==> src/rtl/usbtm_pkg.sv <==
package usbtm_pkg;
  // Bit positions decoded by software
  localparam int BIT_FH   = 7;
  localparam int BIT_FIFO = 6;
  localparam int BIT_FFS  = 5;

  typedef enum logic {
    HF_IDLE = 1'b0,
    HF_HOST = 1'b1
  } hf_state_e;

  // Number of test bits requested by a write
  function automatic logic [1:0] count_test_bits(input logic fh, input logic fifo,
                                                 input logic ffs);
    return {1'b0, fh} + {1'b0, fifo} + {1'b0, ffs};
  endfunction
endpackage

==> src/rtl/tm_regfile.sv <==
module tm_regfile
  import usbtm_pkg::*;
#(
  parameter int REG_W = 8
) (
  input  logic             clk,
  input  logic             rst_n,
  input  logic             wr_en,
  input  logic [REG_W-1:0] wr_data,
  input  logic             role_host,
  input  logic             fifo_pending,
  output logic             force_host,
  output logic             force_fs,
  output logic             multi_err,
  output logic [REG_W-1:0] rd_data
);
  logic fh_q, ffs_q, err_q;
  logic fh_wr;
  logic multi_req;
  logic unused_rsvd;

  assign fh_wr     = wr_en && role_host;
  assign multi_req = wr_en &&
                     (count_test_bits(role_host && wr_data[BIT_FH], wr_data[BIT_FIFO],
                                      wr_data[BIT_FFS]) > 2'd1);
  assign unused_rsvd = ^wr_data[BIT_FFS-1:0];

  always_ff @(posedge clk or negedge rst_n) begin
    if (!rst_n) begin
      fh_q  <= 1'b0;
      ffs_q <= 1'b0;
      err_q <= 1'b0;
    end else begin
      if (fh_wr) fh_q <= wr_data[BIT_FH];
      if (wr_en) ffs_q <= wr_data[BIT_FFS];
      if (multi_req) err_q <= 1'b1;
    end
  end

  always_comb begin
    rd_data           = '0;
    rd_data[BIT_FH]   = fh_q && role_host;
    rd_data[BIT_FIFO] = fifo_pending;
    rd_data[BIT_FFS]  = ffs_q;
  end

  assign force_host = fh_q && role_host;
  assign force_fs   = ffs_q;
  assign multi_err  = err_q;


  dev_fh_hold_chk: assert property (@(posedge clk) disable iff (!rst_n)
    (wr_en && !role_host) |=> $stable(fh_q));

  err_sticky_chk: assert property (@(posedge clk) disable iff (!rst_n)
    err_q |=> err_q);
endmodule

==> src/rtl/tm_fifo_xfer.sv <==
module tm_fifo_xfer (
  input  logic clk,
  input  logic rst_n,
  input  logic set_req,
  input  logic xfer_done,
  output logic pending,
  output logic xfer_start
);
  logic pend_q, start_q;
  logic accept, finish;

  assign accept = set_req && !pend_q;
  assign finish = xfer_done && pend_q;

  always_ff @(posedge clk or negedge rst_n) begin
    if (!rst_n) begin
      pend_q  <= 1'b0;
      start_q <= 1'b0;
    end else begin
      start_q <= accept;
      if (accept)      pend_q <= 1'b1;
      else if (finish) pend_q <= 1'b0;
    end
  end

  assign pending    = pend_q;
  assign xfer_start = start_q;


  start_pulse_chk: assert property (@(posedge clk) disable iff (!rst_n)
    start_q |=> !start_q);

  no_restart_chk: assert property (@(posedge clk) disable iff (!rst_n)
    (pend_q && set_req) |=> !start_q);

  done_clear_chk: assert property (@(posedge clk) disable iff (!rst_n)
    finish |=> !pend_q);
endmodule

==> src/rtl/tm_host_force.sv <==
module tm_host_force
  import usbtm_pkg::*;
(
  input  logic clk,
  input  logic rst_n,
  input  logic force_en,
  input  logic session,
  input  logic line_dp,
  input  logic line_dm,
  output logic host_mode
);
  hf_state_e st_q;
  logic sess_q;
  logic sess_rise;
  logic unused_line_state;

  assign sess_rise = session && !sess_q;
  // Forced entry deliberately ignores the line state
  assign unused_line_state = line_dp ^ line_dm;

  always_ff @(posedge clk or negedge rst_n) begin
    if (!rst_n) begin
      st_q   <= HF_IDLE;
      sess_q <= 1'b0;
    end else begin
      sess_q <= session;
      case (st_q)
        HF_IDLE: if (sess_rise && force_en) st_q <= HF_HOST;
        HF_HOST: if (!session) st_q <= HF_IDLE;
        default: st_q <= HF_IDLE;
      endcase
    end
  end

  assign host_mode = (st_q == HF_HOST) && session;


  forced_entry_chk: assert property (@(posedge clk) disable iff (!rst_n)
    (force_en && sess_rise && !line_dp && !line_dm) |=> (st_q == HF_HOST));

  host_hold_chk: assert property (@(posedge clk) disable iff (!rst_n)
    ((st_q == HF_HOST) && session) |=> (st_q == HF_HOST));

  sess_low_chk: assert property (@(posedge clk) disable iff (!rst_n)
    !session |-> !host_mode);
endmodule

==> src/rtl/tm_speed_latch.sv <==
module tm_speed_latch (
  input  logic clk,
  input  logic rst_n,
  input  logic bus_reset,
  input  logic force_fs,
  output logic full_speed
);
  logic rst_q, fs_q;
  logic reset_rise;

  assign reset_rise = bus_reset && !rst_q;

  always_ff @(posedge clk or negedge rst_n) begin
    if (!rst_n) begin
      rst_q <= 1'b0;
      fs_q  <= 1'b0;
    end else begin
      rst_q <= bus_reset;
      if (reset_rise) fs_q <= force_fs;
    end
  end

  assign full_speed = fs_q;


  speed_hold_chk: assert property (@(posedge clk) disable iff (!rst_n)
    !reset_rise |=> $stable(fs_q));
endmodule

==> src/rtl/usb_testmode_ctl.sv <==
module usb_testmode_ctl
  import usbtm_pkg::*;
#(
  parameter int REG_W = 8
) (
  input  logic             clk,
  input  logic             rst_n,
  input  logic             wr_en,
  input  logic [REG_W-1:0] wr_data,
  output logic [REG_W-1:0] rd_data,
  input  logic             role_host,
  input  logic             session,
  input  logic             bus_reset,
  input  logic             line_dp,
  input  logic             line_dm,
  output logic             xfer_start,
  input  logic             xfer_done,
  output logic             host_mode,
  output logic             full_speed,
  output logic             multi_err
);
  logic force_host, force_fs, fifo_pending;
  logic fifo_set;

  assign fifo_set = wr_en && wr_data[BIT_FIFO];

  tm_regfile #(.REG_W(REG_W)) u_regs (
    .clk(clk), .rst_n(rst_n), .wr_en(wr_en), .wr_data(wr_data),
    .role_host(role_host), .fifo_pending(fifo_pending),
    .force_host(force_host), .force_fs(force_fs),
    .multi_err(multi_err), .rd_data(rd_data)
  );

  tm_fifo_xfer u_xfer (
    .clk(clk), .rst_n(rst_n), .set_req(fifo_set), .xfer_done(xfer_done),
    .pending(fifo_pending), .xfer_start(xfer_start)
  );

  tm_host_force u_host (
    .clk(clk), .rst_n(rst_n), .force_en(force_host), .session(session),
    .line_dp(line_dp), .line_dm(line_dm), .host_mode(host_mode)
  );

  tm_speed_latch u_speed (
    .clk(clk), .rst_n(rst_n), .bus_reset(bus_reset), .force_fs(force_fs),
    .full_speed(full_speed)
  );


  start_pending_chk: assert property (@(posedge clk) disable iff (!rst_n)
    xfer_start |-> rd_data[BIT_FIFO]);
endmodule

==> config.mk <==
export PLATFORM = sky130hd
export DESIGN_NAME = usb_testmode_ctl
export DESIGN_NICKNAME = d
export VERILOG_FILES = /design/src/rtl/usbtm_pkg.sv /design/src/rtl/tm_regfile.sv /design/src/rtl/tm_fifo_xfer.sv /design/src/rtl/tm_host_force.sv /design/src/rtl/tm_speed_latch.sv /design/src/rtl/usb_testmode_ctl.sv
export SDC_FILE = /design/constraint.sdc
export NUM_CORES = 1
export LEC_CHECK = 0
export ABC_CLOCK_PERIOD_IN_PS = 2700
export BUFFER_PORTS_ARGS = -buffer_cell sky130_fd_sc_hd__buf_2
export CAP_MARGIN = 20
export CORE_AREA = 2 2 39 41
export DETAILED_ROUTE_END_ITERATION = 16
export DIE_AREA = 0 0 41 43
export GPL_ROUTABILITY_DRIVEN = 1
export SLEW_MARGIN = 20
export SYNTH_ARGS = -nofsm -noshare
export SYNTH_HDL_FRONTEND = slang
export SYNTH_SLANG_ARGS = --single-unit
==> constraint.sdc <==
create_clock -name clk -period 2.7 [get_ports clk]
set_clock_uncertainty 0.1 [all_clocks]
set_input_delay 0.27 -clock clk [delete_from_list [all_inputs] [get_ports clk]]
set_output_delay 0.27 -clock clk [all_outputs]
set_load 0.05 [all_outputs]
==> results of run 1 <==
[per-stage QoR]
step	util (%)	setup slack (ps)	total power (W)
after floorplan	-	1547	0.0002298
after global placement	33.73	1571	0.0002389
after detailed placement	33.73	1563	0.0002396
after CTS	36.35	1320	0.0003418
after global routing	36.35	1261	0.0003599
final	36.35	1336	0.0003348
[power by group through the flow]
| stage | sequential (W) | clock [W] | combinational, W |
|---|---|---|---|
| 3_3_place_gp | 0.000154 | 0 | 0.0000850 |
| 2_1_floorplan | 0.000167 | 0 | 0.0000625 |
| 5_1_grt | 0.000153 | 0.000116 | 0.0000911 |
| 3_5_place_dp | 0.000154 | 0 | 0.0000853 |
| 6_report | 0.000152 | 0.0000976 | 0.0000855 |
| 4_1_cts | 0.000152 | 0.000103 | 0.0000864 |
[critical path, delay by kind of cell, from the launching register on]
| kind | cells | cell delay [ps] |
|---|---|---|
| DFF | 1 | 370 |
| and+or+nand+nor | 1 | 160 |
| buffers and inverters | 1 | 210 |
[final timing paths]
check | from | end | cells past startpoint
max | u_regs.fh_q$_DFFE_PN0P_ | rd_data[7] | 2
min in group asynchronous | rst_n | u_regs.multi_err$_DFFE_PN0P_ | 2
min | bus_reset | u_speed.rst_q$_DFF_PN0_ | 1
max in group asynchronous | rst_n | u_host.st_q$_DFF_PN0_ | 2
max reg2reg | u_regs.fh_q$_DFFE_PN0P_ | u_host.st_q$_DFF_PN0_ | 2
min reg2reg | u_xfer.pending$_DFFE_PN0P_ | u_xfer.xfer_start$_DFF_PN0_ | 1
[state kept, by name (all words and copies together) (netlist names)]
signal / flops
u_regs.multi_err: 1
u_host.st_q: 1
u_speed.rst_q: 1
u_xfer.xfer_start: 1
u_host.sess_q: 1
u_xfer.pending: 1
u_regs.force_fs: 1
u_regs.fh_q: 1
u_speed.full_speed: 1
[cell type report]
type	instances	area, um^2	share of cell area [%]
multi-input combinational	21	137.6	27.36
timing repair buffer	17	90.09	17.91
clock buffer	4	26.28	5.224
inverter	1	3.754	0.7463
sequential	9	225.2	44.78
tap	16	20.02	3.980
[cell usage in the layout, fill, tap and decap left out, types with 2 or more instances in the layout]
cell type  synthesis  final
mux2_2             2      2
dfrtp_1            9      9
and2_1             3      3
clkbuf_4           0      3
buf_2              0     16
conb_1             1      5
nand2_1            3      3
[cells by family after synthesis]
kind of cell,synth area share [%]
simple gates,10.94
mux,11.55
fa+ha+maj,3.039
compound gates,3.343
flops,54.71
other cells,0.9110
buf+inv,15.50
[layer usage]
layer,GRT usage (%),wire length (um),up-vias
li1,-,-,132
met1,6.840,243,129
met2,11.25,277,14
met3,3.141,53,3
met4,6.000,15,0
met5,0,0,-
[what timing repair did]
action / 4_1_cts / 5_1_grt
endpoints found under the hold margin: 9 / 0
hold buffers: 1 / 0
resized for setup: 0 / 0
==> flow_metrics.tcl, run 1 <==
set metrics [dict create \
    synth_top_area_share_pct 54.71 \
    clkPwrFrac_pct 29.1 \
    p_seq_share_pct 45.3 \
    cp.required_ps 2330 \
    via_per_inst 4.088 \
    drv_cap 0 \
    routabilityCongestion 0.5816 \
    fp.dieH_um 43 \
    htree_num_levels 1 \
    power.switching_w 0.0001081 \
    synth_most_common_cell "dfrtp_1" \
    grt_overflow 0 \
    setup_tns_ps 0 \
    grt_pass1_vias 235 \
    p_leak_nw 0.2675 \
    synth_common_cells "dfrtp_1 (9), buf_4 (8), and2_1 (3), nand2_1 (3), mux2_2 (2)" \
    drt_iter0_drc 0 \
    cp.arrival_ps 990 \
    clockRootBuffer "clkbuf_4" \
    std_cell_rows 14 \
    cts_buffers 3 \
    yosysSeqAreaShare_pct 54.71 \
    num-nets-final 71 \
    drtAntennaViolNets 0 \
    min_path_type "in -> reg" \
    grt_start_max_net_pins 10 \
    synth_area_leaders "dfrtp_1 (55%), buf_4 (15%), mux2_2 (5.5%)" \
    crit_chain "and2_1 -> buf_2" \
    wl_um 590 \
    fin_area_um2 503.0 \
    synthesis.area_um2 411.6 \
    worstSetupStartpointType "flop" \
    async_reset_ff_share_pct 100.0 \
    power.internal_w 0.0002267 \
    synthDistinctLibCells 15 \
    worstSetupPathType "reg -> out" \
    hold_viol 0 \
    cts_tree "built" \
    whs_ps 36.47 \
    ys_ff_latch 9 \
    dr.pass1.iters 1 \
    critical_path_peak_fanout 2 \
    status "finished clean" \
    fill_cells 154 \
    cts.sinks 9 \
    power_density_nw_per_um2 665.7 \
    post-route-period-util_pct 50.51 \
    dieArea_um2 1763 \
    start_util_pct 29.75 \
    post_cts_buffers 0 \
    max_stage_delay_ps 370 \
    grt_antenna_before_repair 0 \
    area_delta_synth_final_pct 22.19 \
    drv_slew 0 \
    synth-edff-count 0 \
    swShare_pct 32.28 \
    max_clock_freq_ghz 0.7333 \
    ir_drop_v 0.0001598 \
    diodes 0 \
    r2r_slack_ps 1720 \
    grt_use_total_pct 7.258 \
    synth_flop_cell "dfrtp_1" \
    cts.path.max_buffers 2 \
    synth_top_area_cell "dfrtp_1" \
    clk_pin_slew_ps 60 \
    cp-end-kind "output pin" \
    fin_cells 68 \
    dp_hpwl_um 504.9 \
    cpMaxStageDelayCell "dfrtp_1" \
    clock_latency_ps 250 \
    fin_crit_ps 1364 \
    avgRoutedWirePerCell_um 8.676 \
    placed_area_um2 466.7 \
    rsz0062_at_grt "no" \
    ys_warn_count 0 \
    core_area_um2 1384 \
    dp.cells 63 \
    drc 0 \
    syn_inst 35 \
    comb_power_share_pct 25.5 \
    io_buffer_count 16 \
    vias 278 \
    drive_above_1_share_pct 44.23 \
    io_pins 29 \
    finalSetupViolCount 0 \
    die_w_um 41 \
    post_synth.cell_area_avg_um2 11.76 \
    grt_pass1_wl_um 814 \
]
(Power assumes the default switching activity.)
==> run 2, diff against run 1 <==
--- a/config.mk
+++ b/config.mk
@@ -5,7 +5,7 @@
 export SDC_FILE = /design/constraint.sdc
 export NUM_CORES = 1
 export LEC_CHECK = 0
-export ABC_CLOCK_PERIOD_IN_PS = 2700
+export ABC_CLOCK_PERIOD_IN_PS = 1350
 export BUFFER_PORTS_ARGS = -buffer_cell sky130_fd_sc_hd__buf_2
 export CAP_MARGIN = 20
 export CORE_AREA = 2 2 39 41
==> constraint.sdc (replaced) <==
create_clock -name clk -period 1.35 [get_ports clk]
set_clock_uncertainty 0.1 [all_clocks]
set_input_delay 0.135 -clock clk [delete_from_list [all_inputs] [get_ports clk]]
set_output_delay 0.135 -clock clk [all_outputs]
set_load 0.05 [all_outputs]
==> run 2 against run 1 <==
  * Die area did not move
  * Cell count up 4.4%
  * Sequential share of layout area down 2.5 points
  * Setup slack got worse by 1200 ps
  * Global-route usage up 0.20 points
  * Flip-flop and latch count unchanged
  * Critical path depth is the same
==> flow_metrics.tcl, run 2 (synthesis results as in run 1) <==
set metrics [dict create \
    max_clock_freq_ghz 0.8139 \
    status "finished clean" \
    drtAntennaViolNets 0 \
    grt_antenna_before_repair 0 \
    io_pins 29 \
    area_delta_synth_final_pct 29.48 \
    dp_hpwl_um 504.9 \
    die_w_um 41 \
    p_leak_nw 0.2801 \
    cts.path.max_buffers 2 \
    finalSetupViolCount 0 \
    dr.pass1.iters 1 \
    clockRootBuffer "clkbuf_4" \
    cts.sinks 9 \
    rsz0062_at_grt "no" \
    whs_ps 23.76 \
    whs_path_depth 3 \
    start_util_pct 29.75 \
    std_cell_rows 14 \
    drv_slew 0 \
    core_area_um2 1384 \
    drive_above_1_share_pct 41.82 \
    critical_path_peak_fanout 2 \
    cp.arrival_ps 990 \
    grt_pass1_vias 247 \
    clk_pin_slew_ps 60 \
    num-nets-final 74 \
    max_stage_delay_ps 370 \
    layout_commonest_cell "buf_2" \
    cp.required_ps 1120 \
    power_w 0.0006760 \
    cts_buffers 3 \
    worstSetupPathType "reg -> out" \
    cp-end-kind "output pin" \
    fill_cells 152 \
    layout_common_cells "buf_2 (16), dfrtp_1 (9), conb_1 (5)" \
    routabilityCongestion 0.5816 \
    fin_area_um2 533.0 \
    crit_chain "and2_1 -> buf_2" \
    cts-resized-gates 0 \
    grt_overflow 0 \
    post_cts_buffers 0 \
    fin_crit_ps 1229 \
    dieArea_um2 1763 \
    worstSetupStartpointType "flop" \
    io_buffer_count 16 \
    grt_use_total_pct 7.460 \
    min_path_type "in -> reg" \
    fin_cells 71 \
    ir_drop_v 0.0003506 \
    drv_cap 0 \
    worst-r2r-cell-count 2 \
    wl_um 611 \
    htree_num_levels 1 \
    setup_tns_ps 0 \
    vias 291 \
    power_density_nw_per_um2 1268 \
    drc 0 \
    grt_pass1_wl_um 841 \
    diodes 0 \
    placed_area_um2 466.7 \
    avgRoutedWirePerCell_um 8.606 \
    cpMaxStageDelayCell "dfrtp_1" \
    dp.cells 63 \
    grt_start_max_net_pins 10 \
    hold_viol 0 \
    fp.dieH_um 43 \
    cts_tree "built" \
    drt_iter0_drc 0 \
    via_per_inst 4.099 \
    post-route-period-util_pct 91.01 \
    clock_latency_ps 250 \
]
run 2: cell count changes in the layout (fill, tap and decap cells not counted):
cell           change
dlygate4sd3_1      +3
run 2: layout make-up:
type	count	area [um^2]	share of cell area, %
tap	16	20.02	3.756
timing repair buffer	20	120.1	22.54
sequential	9	225.2	42.25
multi-input combinational	21	137.6	25.82
clock buffer	4	26.28	4.930
inverter	1	3.754	0.7042
run 2: per-stage QoR:
stage | setup slack [ps] | utilization [%]
2_1_floorplan | 197.4 | -
3_3_place_gp | 356.4 | 33.73
3_5_place_dp | 348.2 | 33.73
4_1_cts | 105.4 | 38.52
5_1_grt | 46.31 | 38.52
6_report | 121.3 | 38.52
run 2: timing repair:
| item | CTS | global route |
|---|---|---|
| endpoints found under the hold margin | 12 | 0 |
| setup endpoints to repair | 0 | 0 |
| hold buffers | 4 | 0 |
run 2: per-layer routing:
metal  track usage, %  wire length, um
met5                0                0
met4            6.000               15
met3            3.141               52
met2            11.88              300
met1            6.840              242
run 2: worst paths after layout:
kind / startpoint / endpoint / slack [ps]
setup / recovery: u_regs.fh_q$_DFFE_PN0P_ / rd_data[7] / 120
hold / removal: wr_data[6] / u_regs.multi_err$_DFFE_PN0P_ / 20
setup reg to reg: u_regs.fh_q$_DFFE_PN0P_ / u_host.st_q$_DFF_PN0_ / 370
hold reg to reg: u_xfer.pending$_DFFE_PN0P_ / u_xfer.xfer_start$_DFF_PN0_ / 370
max in group asynchronous: rst_n / u_host.st_q$_DFF_PN0_ / 820
min in group asynchronous: rst_n / u_speed.rst_q$_DFF_PN0_ / 160
run 2: critical path, delay by kind of cell, from the launching register on:
family                 cells  cell delay, ps
buffers and inverters      1             210
AND/OR/NAND/NOR            1             160
flip-flops                 1             370
run 2: power by group:
group          switching [W]  internal [W]
logic               0.000125     0.0000528
registers          0.0000101      0.000293
clock network      0.0000820      0.000113
